--- config.mk ---
export PLATFORM = sky130hd
export DESIGN_NAME = ddr2_init_seq
export DESIGN_NICKNAME = d
export VERILOG_FILES = /design/src/rtl/ddr2_init_seq.sv
export SDC_FILE = /design/constraint.sdc
export NUM_CORES = 1
export LEC_CHECK = 0
export BUFFER_PORTS_ARGS = -buffer_cell sky130_fd_sc_hd__buf_2
export CAP_MARGIN = 20
export CELL_PAD_IN_SITES_DETAIL_PLACEMENT = 1
export CELL_PAD_IN_SITES_GLOBAL_PLACEMENT = 1
export CORE_ASPECT_RATIO = 1.4
export CORE_MARGIN = 2
export CORE_UTILIZATION = 33
export DETAILED_ROUTE_END_ITERATION = 8
export PLACE_DENSITY_LB_ADDON = 0.2
export SYNTH_ARGS = -nofsm -noshare
export SYNTH_HDL_FRONTEND = slang
export SYNTH_SLANG_ARGS = --single-unit
--- constraint.sdc ---
create_clock -name clk -period 2.7 [get_ports clk]
set_input_delay 0 -clock clk [delete_from_list [all_inputs] [get_ports clk]]
set_output_delay 0 -clock clk [all_outputs]
set_load 0.01 [all_outputs]
--- src/rtl/ddr2_init_seq.sv ---
module ddr2_init_seq #(
  parameter int CLK_MHZ     = 125,
  parameter int PWRUP_US    = 200,
  parameter int GAP_CYC     = 4,
  parameter int MRW         = 13,
  parameter int BAW         = 3,
  parameter int OFW         = 5,
  parameter int DLL_EN_BIT  = 0,
  parameter int DLL_RST_BIT = 8,
  parameter int OCD_LSB     = 7
) (
  input  logic           clk,
  input  logic           rst,
  input  logic           start,
  input  logic [1:0]     cfg_col,
  input  logic [1:0]     cfg_row,
  input  logic           cfg_interleave,
  input  logic           cfg_narrow,
  input  logic [MRW-1:0] mr_val,
  input  logic [MRW-1:0] emr1_val,
  input  logic [MRW-1:0] emr2_val,
  input  logic           cmd_ready,
  output logic           cmd_valid,
  output logic [2:0]     cmd_code,
  output logic [BAW-1:0] cmd_bank,
  output logic [MRW-1:0] cmd_data,
  output logic [OFW-1:0] bank_ofs,
  output logic           done
);
  localparam int PWRUP_CYC = CLK_MHZ * PWRUP_US;
  localparam int CW        = $clog2(PWRUP_CYC + 1);
  localparam logic [3:0] LAST = 4'd13;

  localparam logic [2:0] C_NOP  = 3'd0;
  localparam logic [2:0] C_PALL = 3'd1;
  localparam logic [2:0] C_MSET = 3'd2;
  localparam logic [2:0] C_REF  = 3'd3;
  localparam logic [2:0] C_NORM = 3'd4;

  localparam logic [MRW-1:0] ONE1 = {{(MRW-1){1'b0}}, 1'b1};
  localparam logic [MRW-1:0] RST_M = ONE1 << DLL_RST_BIT;
  localparam logic [MRW-1:0] EN_M  = ONE1 << DLL_EN_BIT;
  localparam logic [MRW-1:0] OCD_M = {{(MRW-3){1'b0}}, 3'b111} << OCD_LSB;

  typedef enum logic [1:0] {S_IDLE, S_CMD, S_GAP, S_DONE} st_t;

  st_t           st;
  logic [3:0]    step;
  logic [CW-1:0] cnt;
  logic          fire;

  logic [MRW-1:0] emr1_base;
  assign emr1_base = emr1_val & ~(OCD_M | EN_M);

  assign cmd_valid = (st == S_CMD);
  assign done      = (st == S_DONE);
  assign fire      = cmd_valid && cmd_ready;

  assign bank_ofs = OFW'(cfg_col) + OFW'(9)
                  + (cfg_interleave ? OFW'(0) : OFW'(cfg_row) + OFW'(11))
                  + (cfg_narrow ? OFW'(1) : OFW'(2));

  always_comb begin
    cmd_code = C_NOP;
    cmd_bank = '0;
    cmd_data = '0;
    case (step)
      4'd0, 4'd1: cmd_code = C_NOP;
      4'd2, 4'd7: cmd_code = C_PALL;
      4'd3: begin cmd_code = C_MSET; cmd_bank = BAW'(2); cmd_data = emr2_val; end
      4'd4: begin cmd_code = C_MSET; cmd_bank = BAW'(3); end
      4'd5: begin cmd_code = C_MSET; cmd_bank = BAW'(1); cmd_data = emr1_base; end
      4'd6: begin cmd_code = C_MSET; cmd_data = mr_val | RST_M; end
      4'd8, 4'd9: cmd_code = C_REF;
      4'd10: begin cmd_code = C_MSET; cmd_data = mr_val & ~RST_M; end
      4'd11: begin cmd_code = C_MSET; cmd_bank = BAW'(1); cmd_data = emr1_base | OCD_M; end
      4'd12: begin cmd_code = C_MSET; cmd_bank = BAW'(1); cmd_data = emr1_base; end
      default: cmd_code = C_NORM;
    endcase
  end

  always_ff @(posedge clk) begin
    if (rst) begin
      st   <= S_IDLE;
      step <= '0;
      cnt  <= '0;
    end else begin
      case (st)
        S_IDLE, S_DONE:
          if (start) begin
            st   <= S_CMD;
            step <= '0;
          end
        S_CMD:
          if (cmd_ready) begin
            if (step == LAST) st <= S_DONE;
            else begin
              st  <= S_GAP;
              cnt <= (step == 4'd0) ? CW'(PWRUP_CYC - 1) : CW'(GAP_CYC - 1);
            end
          end
        default:
          if (cnt == '0) begin
            st   <= S_CMD;
            step <= step + 4'd1;
          end else cnt <= cnt - 1'b1;
      endcase
    end
  end


  hold_cmd_chk: assert property (@(posedge clk) disable iff (rst)
    cmd_valid && !cmd_ready |=> cmd_valid && $stable(cmd_code) && $stable(cmd_bank) && $stable(cmd_data));


  gap_after_accept_chk: assert property (@(posedge clk) disable iff (rst)
    fire |=> !cmd_valid);


  done_rise_chk: assert property (@(posedge clk) disable iff (rst)
    $rose(done) |-> $past(fire && cmd_code == C_NORM));


  done_quiet_chk: assert property (@(posedge clk) disable iff (rst)
    done |-> !cmd_valid);
endmodule

# ---- Word level (Yosys, flattened, before mapping)
# Cells that the tools add are included.
dict set report totals {
  out_inout_bits 26
  ff_bits 21
}
dict set report classes {
  n_reduce_logical 15
  muxes 18
  n_addsub 6
  bitwise 2
  n_eq_ne 19
}
# op count
set ops {}
lappend ops {{$pmux W13 S5} 1}
lappend ops {{$mux W15} 4}
lappend ops {{$pmux W15 S2} 1}
lappend ops {{$eq A4 B4 Y1 const B} 6}
lappend ops {{$eq A4 B3 Y1 const B} 4}
lappend ops {{$logic_not A15 Y1} 1}
lappend ops {{$sub A15 B1 Y15 const B} 1}
lappend ops {{$pmux W3 S4} 1}
lappend ops {{$add A2 B4 Y5 const B} 2}
lappend ops {{$reduce_or A2 Y1} 5}
lappend ops {{$eq A4 B2 Y1 const B} 2}
lappend ops {{$mux W2} 4}
lappend ops {{$mux W4} 2}
lappend ops {{$ne A2 B2 Y1 const B} 4}
lappend ops {{$pmux W4 S2} 1}
lappend ops {{$reduce_or A7 Y1} 1}
lappend ops {{$pmux W2 S3} 1}
lappend ops {{$reduce_and A3 Y1} 2}
lappend ops {{$add A5 B2 Y5} 1}
lappend ops {{$add A5 B5 Y5} 1}
lappend ops {{$mux W5} 1}
lappend ops {{$add A4 B1 Y4 const B} 1}
lappend ops {{$eq A4 B1 Y1 const B} 1}
lappend ops {{$logic_not A4 Y1} 1}
lappend ops {{10 further kinds} 11}

# ---- Logic depth before layout (Yosys ltp)
# Gate-level depths: netlist (run 1).
dict set report logic_depth {
  ltp_word 5
  depth_mapped 8
  ltp_nobuf 8
}

# ---- Least setup slack after synthesis (run 1)
# Ideal clock, no wire load.
dict set report synth_path {
  path_kind {register to register}
  startpoint {register step[1]}
  endpoint {register cnt[11]}
  synth_period_minus_slack_ps 2125
  stages_incl_launch_ff 8
  path_buffers 0
  arrival_ps 2008
  slack_ps 575
  path_cell_list {dfxtp_1 inv_1 ha_1 and4_1 or3_1 a31oi_1 o21ai_0 a32o_1}
}
dict set report synth_via {
  elab_chain_cells 3
}
# element line
set synth_lines {}
lappend synth_lines {{start, declared} 48} ;# logic [3:0] step;
lappend synth_lines {{start signal, assigned} 105} ;# step <= step + 4'd1;
lappend synth_lines {{$eq A4 B4 Y1} 96} ;# if (step == LAST) st <= S_DONE;
lappend synth_lines {{$ne A2 B2 Y1 (no source line)} n/a}
lappend synth_lines {{$reduce_and A4 Y1 (no source line)} n/a}
lappend synth_lines {{end signal, assigned} 99} ;# cnt <= (step == 4'd0) ? CW'(PWRUP_CYC - 1) : CW'(GAP_CYC - 1);
lappend synth_lines {{end signal, assigned} 106} ;# end else cnt <= cnt - 1'b1;
lappend synth_lines {{end, declared} 49} ;# logic [CW-1:0] cnt;
# No other way between the ends.
# A chain may end at the register's enable or synchronous reset.

# ---- Final worst setup path (run 1)
dict set report layout_path {
  startpoint {register cnt[0]}
  endpoint {register cnt[12]}
}
dict set report layout_via {
  elab_chain_cells 3
}
# element line
set layout_lines {}
lappend layout_lines {{$sub A15 B1 Y15 or $logic_not A15 Y1 (tied branches)} {106, 103}}
lappend layout_lines {{$mux W15 or $ne A2 B2 Y1 (tied branches)} n/a}
lappend layout_lines {{$pmux W15 S2 or $reduce_and A4 Y1 (tied branches)} n/a}
# Parallel ways exist; a longest one is shown, timed or not. The select of a mux whose other input is x is not followed.

==> results.txt, run 1 <==
- Area overhead of the layout relative to synthesis: 27.17%
- Dividing the detail-routed via count by the number of cells gives roughly 5.6.
* RSZ-0062 raised after global routing: false
- The die is approximately 67 um wide.
* Clock-pin slew on the worst setup and hold paths: approximately 0.080 ns
- In this run, synthesis inferred 0 flip-flops with an integrated enable.
- 1st-iter DRT viols: between 60 and 70
- 0 antenna diodes ended up in the layout.
- Critical Setup Path Class: flop to flop
- Final wirelength: ~6 mm
- Number of flip-flops and latches in the synthesized netlist: 21
- Reported leakage power: roughly 1.1 nW
- Endpoint required time on the critical path: 2.90 ns
- Arrival @ worst endpoint: between 2 and 3 ns
- In this run the worst hold path is classified as primary input to flop.
- Clock latency on the worst-skew pair, taken at its later pin, is about 0.27 ns.
- For this run, the register share of the synthesized area comes to 0.2328.
- Averaged over all synthesized cells, the footprint is around 7.4 um^2.
- Detailed placement finished with a half-perimeter wire length of between 4 and 5 mm.
* Residual antenna-violating net count after detailed routing: 0
* Core footprint: 5236 um^2
- The synthesized design spends more area on one cell type than any other, namely dfxtp_1.
- Die Y-Extent: around 92 um
- Area of all sequential standard cells: around 420 um^2
- For met2 alone, demand over resource in global routing was 0.3858.
- Clock share of power: 0.093
- Hold violation total from the final report: 0
* All-layer global routing usage: 0.2032
- Largest net degree at the start of global routing: 22
* Count of vias placed by the detailed router: between 2000 and 2500
- Initial standard-cell utilization of the core: 0.3448
- The worst setup path is captured at a flop.
* Number of max-cap violations: 0
* Total I/O pin count: 75
- Input and output buffers added on the ports amount to between 60 and 70.
- met2 is the most crowded layer.
* Relative contribution of sequential cells to total power: 0.224
- Number of cells upsized or downsized after cts: 0
- The clock drives 21 sinks.
- Clock tree synthesis inserted a total of 3 buffers.
- Fraction of post-synthesis cell area in the top cell type by area: 0.2328
- Global-route wire length before repair: just under 10 mm
* Routing usage on met1: 0.2301
* Max Freq: ~420 MHz
- Yosys attributes the largest share of cell area to dfxtp_1 23%, ha_1 8.3%, a21oi_1 5.5%, a222oi_1 5.0%, inv_1 4.6%.
* Proportion of register bits with asynchronous set or reset after synthesis: 0
* CTS tree: yes
* DRC violations left: 0
- Combinational Power Share: 0.682
- Number of fill cells: ~700
- Length of the first detailed-routing pass in iterations: 4
* Met3 capacity usage during global routing: 0.01735
- The tree is rooted in a clkbuf_8.
- In the final routed layout, each cell accounts on average for ~16 um.
- Proportion of layout cells with a drive suffix above 1: 0.2885
* Switching power: ~1.2 mW
* Number of hold buffers added after cts: 0
- Area occupied by multi-input gates: around 1200 um^2
* Count of endpoints failing setup in the final report: 0
- Largest fanout on the critical path: 5
* Number of buffers added for setup after CTS: 0
- Hold is met by 0.03059 ns.
* Transition time at the pin with the least slew margin: roughly 0.60 ns
* Post-placement worst setup slack: ~0.26 ns
* Sw frac: 0.5076
- Most used DFF post-synth: dfxtp_1
- Result of the run: finished, final reports clean
- Vias in the first global route: approximately 2200
- Synthesized netlist net count: approximately 300
- The worst path meets setup with just under 0.3 ns of slack.
- In this run the tightest slew margin relative to its limit is 0.6008.
- Clock Skew: ~0.0025 ns
- Gate count after technology mapping: 243
- The net count of the finished layout is roughly 380.
- The number of antenna violations at the first check in global routing is 0.
* Overall Power: ~2.3 mW
- Die Outline Area: between 6000 and 7000 um^2
- CP startpoint kind: flop
- Depth of the CTS H-tree: 1
* Combined area of all synthesized cells: about 1800 um^2
- Routability-driven placement finished with a final weighted congestion of roughly 0.8.
- Power Dens Cells: just over 1000 nW/um^2
- VDD IR-drop max: 0.3146 mV
* CTS Buffer Depth: 2
- Fin. max-slew vios: 0
* Internal power: 1.139 mW
* Crit path time final: about 2.4 ns
- Cell row count: 31
* Total of warnings raised by yosys: 0
- For the final routed database, the setup TNS stands at 0 ns.
- In the finished design, the share of the clock period the worst path needs comes to 0.8900.
- Number of distinct standard cells referenced by the synthesized netlist: 55
- Global-route congestion overflow total: 0
==> layout by cell type (no fill, tap or decap), types with 3 or more instances in the layout <==
master / instances
dfxtp_1: 21
nor3_1: 7
nand4_1: 3
nand2_1: 22
ha_1: 12
a31oi_1: 5
nand2b_1: 6
nor3b_1: 3
a222oi_1: 9
or3_1: 3
o21ai_0: 12
inv_1: 22
a21oi_1: 20
and3_1: 3
buf_2: 68
nor2_1: 20
buf_4: 10
nor4_1: 3
o21ai_1: 5
clkbuf_8: 3
nor2b_1: 5
nand3_1: 4
==> cells in the mapped netlist, drive strengths merged (2+ instances only) <==
master   n
a21o     2
or4      4
nand4    3
inv     22
buf      2
ha      12
fa       2
a21oi   20
o31ai    3
a22oi    2
a222oi   9
o21ai   17
o22ai    2
a41oi    2
mux2i    2
and2     2
or3      3
nand3    4
nor3     7
nor2b    5
nand2b   6
clkbuf  11
nor2    20
a31o     2
a31oi    5
nand2   22
and4     2
and3     3
nor4     4
dfxtp   21
nor3b    3
==> layout make-up <==
class                   instances  share of cell area
inverters                      22             0.03597
clock buffers                   4             0.01962
repair buffers                 78              0.1809
flip-flops and latches         21              0.1831
well taps                      66             0.03597
multi-input cells             187              0.5444
==> worst max-delay path, cell delays in order (launching register included) <==
cell and delay, ns:
dfxtp_1 0.36, inv_1 0.07, ha_1 0.20, nor3b_1 0.42, buf_4 0.20, nand2_1 0.14, or3_1 0.39, or4_1 0.41
a31oi_1 0.16
==> worst paths after layout <==
check / to / from / slack [ns] / cells after the start
max reg2reg: cnt[12] / cnt[0] / 0.30 / 8
min: st[1] / cmd_ready / 0.03 / 3
min reg2reg: st[1] / st[1] / 0.51 / 2
max: cnt[12] / cnt[0] / 0.30 / 8
==> flip-flops by register name, summed over array words and instances, names as in the netlist <==
| signal | flops |
|---|---|
| cnt | 15 |
| st | 2 |
| step | 4 |
==> power groups by stage <==
| stage | Combinational, mW | Clock (mW) | Sequential [mW] |
|---|---|---|---|
| floorplan | 1.10 | 0 | 0.490 |
| detailed placement | 1.57 | 0 | 0.522 |
| global route | 1.77 | 0.234 | 0.535 |
| finish | 1.58 | 0.216 | 0.518 |
| global placement | 1.55 | 0 | 0.515 |
| CTS | 1.59 | 0.221 | 0.517 |
==> routing by layer <==
metal | share of wire | up-vias
met2 | 0.53 | 58
met5 | 0 | -
met3 | 0.040 | 5
li1 | - | 1029
met4 | 0.013 | 0
met1 | 0.42 | 1016
==> per-stage QoR <==
stage / cells / instance area (um^2) / util
after global placement: 374 / 2251 / 0.4299
after detailed placement: 374 / 2251 / 0.4299
after global routing: 378 / 2296 / 0.4385
after floorplan: 243 / 1805 / -
final: 378 / 2296 / 0.4385
after CTS: 378 / 2296 / 0.4385
==> kinds of logic (layout without fill, tap and decap cells) <==
logic type | count (synthesis) | in the layout | share of synthesized area
adders and majority gates | 14 | 14 | 0.1053
and+or+nand+nor | 90 | 90 | 0.2620
buffers and inverters | 35 | 104 | 0.07484
other | 1 | 1 | 0.002077
AOI/OAI and AO/OA | 77 | 77 | 0.2959
xor gates and xnor gates | 2 | 2 | 0.009704
DFF | 21 | 21 | 0.2328
muxes | 3 | 3 | 0.01733
Note: power is estimated with default switching activity, not from simulation.
==> run 2: changes to the inputs <==
REMOVE_ABC_BUFFERS = 1   (was default)
==> results.txt, run 2 (same netlist as run 1, synthesis figures left out) <==
- The run finished with clean final reports.
- CTS Buffer Depth: 2 (unchanged)
- Depth of the CTS H-tree: 1 (unchanged)
* Final RePlAce weighted congestion: 0.8081 (+1.5%)
- The number of buffers created by CTS came to 3 (unchanged).
- Initial antenna violation count: 0 (unchanged)
- Endpoint required time on the critical path: 2.85 ns (-0.05 ns)
- The overall via count from detail_route came to 2091 (-0.81%).
- Count of endpoints failing setup in the final report: 0 (unchanged)
- CTS tree: yes
- Total Neg Setup Slack: 0 ns (unchanged)
* CP startpoint kind: flop
- Power Dens Cells: 1036 nW/um^2 (+2.9%)
* Die Y-Extent: 91.52 um (unchanged)
- The average via count per standard cell was 5.503 (-1.3%).
- Global-route wire length before repair: 9.266 mm (-6.1%)
- The clock latency on the worst-skew pair came to 0.26 ns (about the same).
* Largest fanout on the critical path: 9 (+4)
- Final wirelength: 5.754 mm (-2.2%)
- The buffer count from post-CTS setup fixing was 0 (unchanged).
- The share of the clock period used by the worst path was 0.8527 (-0.03729).
* Most frequent cells in the layout: 68 x buf_2, 22 x inv_1, 22 x nand2_1
- The library cell used most frequently in the layout, excluding fill and tap cells, is buf_2.
* Proportion of layout cells with a drive suffix above 1: 0.2962 (+0.007717)
- The global routing usage on met1 is 0.2128 (-0.01736).
- Largest Register: cnt
* Root buffer cell: clkbuf_8
* VDD IR-drop max: 0.6757 mV (+110%)
- Reported leakage power: 1.124 nW (+1.0%)
- The top-level port count was 75 (unchanged).
- The actual slew at the worst max-slew pin is 0.7090 ns (+0.1102 ns).
- Die Outline Area: 6087 um^2 (unchanged)
* Hold violation total from the final report: 0 (unchanged)
* Clock-pin slew on the worst setup and hold paths: 0.08 ns (about the same)
- The setup path with the least slack is of type flop to flop.
- The count of unresolved DRC violations after routing came to 0 (unchanged).
- Count of inserted antenna diode cells: 0 (unchanged)
- Overall Power: 2.396 mW (+3.6%)
* Residual antenna-violating net count after detailed routing: 0 (unchanged)
- In this run the most used layer during global routing was met2.
- Met3 capacity usage during global routing: 0.02230 (+0.004957)
- Global-route congestion overflow total: 0 (unchanged)
- Vias in the first global route: 2056 (-4.4%)
- The largest clock skew in the final design came to 0.003529 ns (+0.0009856 ns).
* Max Freq: 434.4 MHz (+4.4%)
- The largest net degree at the start of global routing was 22 (unchanged).
- The remaining max-slew budget at the tightest pin is 0.5263 (-0.07450).
- Compared with the post-synthesis result, the final layout area differs by 28.07%.
* Number of max-cap violations: 0 (unchanged)
* Dpl hpwl: 4.582 mm (+0.47%)
* Number of clock sinks: 21 (unchanged)
* Crit path time final: 2.302 ns (-0.1007 ns)
* Flip-flop count of the largest register, all copies and words added: 15 (unchanged)
- 1st-iter DRT viols: 141 (+120%)
- The per-cell routed wire length is 15.14 um (-2.7%).
- RSZ-0062 raised after global routing: false
- Number of cells upsized or downsized after cts: 0 (unchanged)
- Number of hold buffers added after cts: 0 (unchanged)
- The count of pins over their slew limit is 0 (unchanged).
* All-layer global routing usage: 0.1880 (-0.01519)
- The final net count was 378 (+0.53%).
- The endpoint arrival time on the critical path was 2.45 ns (-0.15 ns).
- Initial standard-cell utilization of the core: 0.3448 (unchanged)
- The largest registers in the layout are cnt x15, step x4, st x2.
* Total of buffers placed on input and output ports: 68 (unchanged)
* Hold crit path type: primary input to flop
- STA classifies the critical path endpoint as a flop.
- Global-route met2 utilization: 0.3600 (-0.02583)
- Cell row count: 31 (unchanged)
* Die span in x: 66.52 um (unchanged)
- Core footprint: 5236 um^2 (unchanged)
- The total iterations of the first detailed-routing run is 4 (unchanged).
-- run 2: changes by cell type in the layout (fill, tap and decap cells not counted) --
cell      previous run  this run
clkbuf_1             1         0
buf_4               10        12
clkinv_2             0         1
-- run 2: worst max-delay path: stages (launching register included) --
cell and delay [ns]:
dfxtp_1 0.36, or4_4 0.59, or4_4 0.49, o31ai_4 0.47, mux2_2 0.24, nor2_1 0.03
-- run 2: worst paths after layout --
kind | startpoint | depth (start not counted) | endpoint | slack, ns
worst max-delay path | cnt[8] | 5 | cnt[0] | 0.40
worst min register to register | st[1] | 2 | st[1] | 0.50
worst min-delay path | cmd_ready | 3 | st[1] | 0.03
worst max register to register | cnt[8] | 5 | cnt[0] | 0.40
-- run 2: area by class of cell --
| cell class | count | area, um^2 |
|---|---|---|
| multi-input combinational | 187 | 1250 |
| tap | 66 | 82.58 |
| fill | 697 | 2924 |
| timing repair buffer | 80 | 430.4 |
| sequential | 21 | 420.4 |
| inverter | 22 | 82.58 |
| clock inverter | 1 | 5.005 |
| clock buffer | 3 | 41.29 |
-- run 2: per-layer routing --
layer	up-vias	part of all wire
met5	-	0
met4	0	0.0087
met3	4	0.057
met2	57	0.52
met1	993	0.41
li1	1037	-
-- run 2: metrics by stage --
stage                     area (um^2)  utilization  hold WS, ns  cells  setup WS, ns
after floorplan                  1753            -      0.06907    230        0.3928
after global placement           2266       0.4327       0.2893    376        0.3973
after detailed placement         2266       0.4327       0.2954    376        0.3659
after CTS                        2312       0.4416      0.03425    380        0.3583
after global routing             2312       0.4416      0.06253    380        0.2103
final                            2312       0.4416      0.02969    380        0.3978
-- run 2: where the power goes --
part	total, mW	switching (mW)	internal [mW]
combinational	1.67	0.981	0.689
clock	0.216	0.113	0.103
sequential	0.509	0.102	0.408
